$ cat src/rtl/dbg_trig_csr.sv
module dbg_trig_csr #(
  parameter int XLEN  = 32,
  parameter int NTRIG = 2
) (
  input  logic                    clk,
  input  logic                    rst_n,
  input  logic [11:0]             csr_addr,
  input  logic                    csr_we,
  input  logic [XLEN-1:0]         csr_wdata,
  output logic [XLEN-1:0]         csr_rdata,
  output logic [NTRIG*XLEN-1:0]   trig_ctrl,
  output logic [NTRIG*XLEN-1:0]   trig_cmp,
  output logic [NTRIG-1:0]        trigger_changed
);
  localparam logic [11:0] A_SEL = 12'h7A0;
  localparam logic [11:0] A_CTL = 12'h7A1;
  localparam logic [11:0] A_CMP = 12'h7A2;
  localparam logic [11:0] A_AUX = 12'h7A3;
  localparam int IDXW = (NTRIG > 1) ? $clog2(NTRIG) : 1;
  localparam logic [XLEN-1:0] TYPE_WORD = XLEN'(4'd2) << (XLEN - 4);
  localparam logic [XLEN-1:0] KEEP_MASK = XLEN'(7'h5F);
  localparam logic [XLEN-1:0] SIZE_MASK = (XLEN == 64) ? XLEN'(32'h0063_0000)
                                                       : XLEN'(32'h0003_0000);

  logic [XLEN-1:0] sel_q;
  logic [XLEN-1:0] ctrl_v [NTRIG];
  logic [XLEN-1:0] cmp_v  [NTRIG];
  logic [3:0]      size_code;
  logic            size_ok;
  logic [XLEN-1:0] ctrl_legal;
  logic            avail;
  logic [IDXW-1:0] idx;
  logic            wr_ctl, wr_cmp;

  assign avail      = sel_q < XLEN'(NTRIG);
  assign idx        = sel_q[IDXW-1:0];
  assign wr_ctl     = csr_we && (csr_addr == A_CTL) && avail;
  assign wr_cmp     = csr_we && (csr_addr == A_CMP) && avail;
  assign size_code  = {(XLEN == 64) ? csr_wdata[22:21] : 2'b00, csr_wdata[17:16]};
  assign size_ok    = (size_code <= 4'd3) || (size_code == 4'd5);
  assign ctrl_legal = TYPE_WORD | (size_ok ? (csr_wdata & SIZE_MASK) : '0)
                    | (csr_wdata & KEEP_MASK);

  always_ff @(posedge clk or negedge rst_n) begin
    if (!rst_n)                             sel_q <= '0;
    else if (csr_we && csr_addr == A_SEL)   sel_q <= csr_wdata;
  end

  for (genvar g = 0; g < NTRIG; g++) begin : g_trig
    logic [XLEN-1:0] c_q, d_q;
    logic            chg_q;
    logic            hit;
    assign hit = (idx == IDXW'(g));

    always_ff @(posedge clk or negedge rst_n) begin
      if (!rst_n) begin
        c_q   <= TYPE_WORD;
        d_q   <= '0;
        chg_q <= 1'b0;
      end else begin
        chg_q <= 1'b0;
        if (wr_ctl && hit && ctrl_legal != c_q) begin
          c_q   <= ctrl_legal;
          chg_q <= 1'b1;
        end
        if (wr_cmp && hit && csr_wdata != d_q) begin
          d_q   <= csr_wdata;
          chg_q <= 1'b1;
        end
      end
    end

    assign ctrl_v[g] = c_q;
    assign cmp_v[g]  = d_q;
    assign trig_ctrl[g*XLEN +: XLEN] = c_q;
    assign trig_cmp[g*XLEN +: XLEN]  = d_q;
    assign trigger_changed[g]        = chg_q;
  end

  always_comb begin
    csr_rdata = '0;
    case (csr_addr)
      A_SEL:   csr_rdata = sel_q;
      A_CTL:   if (avail) csr_rdata = ctrl_v[idx];
      A_CMP:   if (avail) csr_rdata = cmp_v[idx];
      A_AUX:   csr_rdata = '0;
      default: csr_rdata = '0;
    endcase
  end
endmodule


$ cat config.mk
export PLATFORM = sky130hd
export DESIGN_NAME = dbg_trig_csr
export DESIGN_NICKNAME = d
export VERILOG_FILES = /design/src/rtl/dbg_trig_csr.sv
export SDC_FILE = /design/constraint.sdc
export NUM_CORES = 1
export LEC_CHECK = 0
export BUFFER_PORTS_ARGS = -buffer_cell sky130_fd_sc_hd__buf_2
export CAP_MARGIN = 20
export CORE_UTILIZATION = 50
export DETAILED_ROUTE_END_ITERATION = 12
export PLACE_DENSITY = 0.88
export SLEW_MARGIN = 30
export SYNTH_ARGS = -nofsm -noshare
export SYNTH_HDL_FRONTEND = slang
export SYNTH_SLANG_ARGS = --single-unit
$ cat constraint.sdc
create_clock -name clk -period 3.7 [get_ports clk]
set_input_delay 0.74 -clock clk [delete_from_list [all_inputs] [get_ports clk]]
set_output_delay 0.74 -clock clk [all_outputs]
set_load 0.02 [all_outputs]
Yosys cells after proc, flatten, opt, wreduce, memory -nomap -nowiden
Cells that the tools add are included.
- bitwise logic cells: 3
- multiplexer cells: 14
- reductions and logical operators: 13
- order comparisons: 3
- equality and inequality tests: 7
- operators by type and width (operator ; number):
    $mux W32 ; 8
    $pmux W32 S3 ; 1
    $ne A30 B32 Y1 ; 2
    $ne A32 B32 Y1 ; 2
    $eq A12 B11 Y1 const B ; 3
    $lt A32 B2 Y1 const B ; 1
    $or A30 B7 Y30 ; 1
    $mux W18 ; 1
    $logic_and A1 B1 Y1 ; 13
    $mux W1 ; 4
    $ge A2 B2 Y1 const B ; 1
    $le A2 B2 Y1 const B ; 1
    $not A1 Y2 ; 1
    $not A1 Y1 ; 1
- logic and storage cells: 47
- bits of input ports: 47
- output and inout port bits: 162
- bits in registers: 162

Logic depth before layout (Yosys ltp)
- depth after elaboration: 7
- mapped depth: 7
- mapped depth without buffers: 5

Worst setup path before layout
No wires, ideal clock.
- kind: input to output
- from: input csr_addr[3]
- to: output csr_rdata[3]
- arrival: 2.219 ns
- cell stages on the path: 5
- data required time: 2.960 ns
- slack: 0.741 ns
- path buffers: 1
- path through: nor4b_2 > nand4_1 > or4_4 > buf_6 > o221ai_1
- word-level cells in the longest chain between the ends: 2
- elaborated cells between the ends (all ways): 4
- those cells by class: 3 x eq/ne; 1 x mux
- RTL lines (what ; RTL line ; text):
    start: declaration ; 7 ; input logic [11:0] csr_addr,
    $eq A12 B11 Y1 ; 82 ; case (csr_addr)
    $pmux W32 S3 (*) ; 82 ;
    end: declaration ; 10 ; output logic [XLEN-1:0] csr_rdata,
Every way passes the cells marked *; elsewhere a longest branch is shown, timed or not.

Worst setup path in the final report
- from: register sel_q[26]
- to: output csr_rdata[16]
- word-level cells in the longest chain between the ends: 3
- elaborated cells between the ends (all ways): 4
- those cells by class: 1 x order compare; 3 x mux
- RTL lines (what ; RTL line ; text):
    start: declaration ; 25 ; logic [XLEN-1:0] sel_q;
    start signal: assignment ; 46 ; else if (csr_we && csr_addr == A_SEL) sel_q <= csr_wdata;
    $lt A32 B2 Y1 (*) ; 35 ; assign avail = sel_q < XLEN'(NTRIG);
    $mux W32 (on tied branches) ; 85, 84 ;
    $pmux W32 S3 (*) ; 82 ;
Marks and branches as above.

==> qor.csv <==
metric,value,unit
status,finished clean,
PD cells,403,nW/um^2
PortBufs,160,
initial detailed-routing violation count,284,
busiest grt layer,met2,
Post-Synth XOR/XNOR Area,10.8,%
CTS buffer count,17,
sw power,704,uW
Clock Path Buffers,2,
share of post-route cells with drive strength above 1,44.6,%
GR Layer Usage met1,35.5,%
power share of the clock group,54.8,%
Final Max Slew Viols,0,
clk sink count,114,
Compound-Gate Fraction of Synth Area,3.80,%
Design Power,3200,uW
Max H-tree Level,4,
I/O Pins,209,
root buf cell,clkbuf_16,
CP required,2.96,ns
synthesized cell area,6480,um^2
worst slew margin relative to its limit,43.9,%
maxcap violations,0,
number of core rows,41,
warnings from Yosys,0,
"Reg clk slew, reported paths",0.06,ns
TritonRoute pass-1 iters,4,
simple-gate portion of the synthesized area,6.91,%
RSZ-0062 raised after global routing,false,
Crit path buffers/inverters,1,
Routed WL per cell,19.4,um
largest net degree at the start of global routing,64,
CP Cell Sequence,nor4_1 -> nand4_1 -> or4_4 -> o221ai_1 -> buf_2,
Worst path slowest cell,or4_4,
DRC viols,0,
diodes inserted,0,
crit-path max cell delay,0.66,ns
Vias,4911,
GP Congestion,0.849,
clock skew,0.0113,ns
vias per cell,5.48,
mux cell area share after synthesis,26.1,%
fin cells,896,
WS Path Type,register to primary output,
ANT nets after route,0,
hold_buf cts,0,
chip height,116,um
dpl hpwl,12500,um
cell-internal power,2500,uW
synthesized netlist cell count,555,
GRT Overall Usage,27.4,%
grt met3 use,6.38,%
Tmin final,3.41,ns
CP arrival,2.67,ns
Initial Util,51.4,%
Gate power share,6.0,%
final net count,758,
clock latency on the worst-skew pair,0.42,ns
Yosys cell types,31,
Die Area,13400,um^2
peak supply drop,296,uV
"CP delay by family, top",simple AND/OR/NAND/NOR gates,
setup TNS,0,ns
first-pass GRT wire length,27000,um
Sequential Power Share,39.2,%
met2 global-route usage,44.8,%
final hold vios,0,
initial antenna violation count,0,
number of global-route vias before repair,4817,
Max Freq,0.293,GHz
Worst Hold Class,primary input to async pin,
TritonCTS clock tree,done,
Post-Synth Adder-Cell Area,0,%
syn avg cell area,11.7,um^2
Total Wirelength,17300,um
post-CTS sizing,0,
crit share post-route,92.1,%
Placeable Area,12600,um^2
Die W,116,um
register area share after synthesis,44.0,%
r2r setup slk,0.96,ns
CP max FO,11,
Crit. End Element,primary output,
hold slack,0.415,ns
total gr overflow,0,
#FFs+latches synth,114,
Area Growth Syn to Fin,22.4,%
"Setup violations, final",0,
startpoint types,register,
switching share of power,22.0,%
Tightest Pin Transition,0.842,ns
leak pwr,0.00436,uW
Inst Count DP,864,
main combinational cell family by area after synthesis,multiplexers,
Setup Buffers After CTS,0,
## per-stage QoR
step / setup WS (ns) / utilization (%) / area (um^2)
global route: 0.191 / 62.9 / 7930
CTS: 0.283 / 62.9 / 7930
floorplan: 0.741 / - / 6660
detailed placement: 0.455 / 57.8 / 7290
finish: 0.291 / 62.9 / 7930
global placement: 0.468 / 57.8 / 7290
## layout by cell type (no fill, tap or decap), drive strengths merged, types with 23 or more instances in the layout
cell type,instances
buf,172
dfrtp,114
mux2,112
xor2,80
conb,48
mux2i,40
nand2,36
nor4,27
o21ai,23
clkbuf,23
## kinds of logic after synthesis
kind of cell           count (synthesis)
multiplexers                         152
flip-flops                           114
buffers and inverters                 85
AND/OR/NAND/NOR                       84
XOR/XNOR                              80
AO/OA/AOI/OAI                         38
other                                  2
## layer usage
layer	wire [um]	up-vias	share of wire, %
li1	-	2184	-
met1	7230	2488	42
met2	8600	208	50
met3	1110	31	6.4
met4	407	0	2.3
met5	0	-	0
## sequential cells by signal, summed over array words and instances (netlist names)
name,count
g_trig.c_q,16
g_trig.chg_q,2
g_trig.d_q,64
sel_q,32
## cell type report
| cell class | count | area [um^2] |
|---|---|---|
| multi-input combinational | 402 | 3300 |
| timing repair buffer | 172 | 906 |
| tap | 172 | 215 |
| sequential | 114 | 2850 |
| clock buffer | 23 | 488 |
| inverter | 4 | 15.0 |
| fill | 989 | 4690 |
| clock inverter | 9 | 151 |
## path summary, 6_finish.rpt
kind | depth (start not counted) | end | start
worst max-delay path | 5 | csr_rdata[16] | sel_q[26]
worst min-delay path | 1 | g_trig[0].d_q[18] | rst_n
worst max register to register | 5 | g_trig[1].c_q[16] | sel_q[26]
worst min register to register | 1 | sel_q[20] | sel_q[20]
max in group asynchronous | 2 | g_trig[0].d_q[7] | rst_n
min in group clk | 1 | sel_q[20] | sel_q[20]
## synth_stat cells, drive strengths merged
cell	instances	area, um^2
mux2	112	1290
xor2	80	701
nand2b	1	6.26
dfrtp	114	2850
o211ai	1	7.51
buf	66	465
o221ai	8	70.1
nor3	1	5.00
inv	4	15.0
nand2	36	135
or4	1	11.3
mux2i	40	400
nor4b	1	15.0
clkbuf	15	56.3
and3	1	7.51
nor2b	1	6.26
nor2	4	15.0
o21ai	23	115
nand3	1	5.00
nor4	27	169
and4b	1	10.0
a211o	2	18.8
nand4	8	50.1
o2111ai	4	35.0
conb	2	7.51
and4bb	1	12.5
## power by group through the flow
stage | clock, uW | combinational (uW) | sequential [uW]
4_1_cts | 1770 | 191 | 1260
3_5_place_dp | 0 | 190 | 1280
6_report | 1750 | 191 | 1260
3_3_place_gp | 0 | 188 | 1280
5_1_grt | 1830 | 213 | 1260
2_1_floorplan | 0 | 138 | 1280
Note: power is estimated with default switching activity, not from simulation.
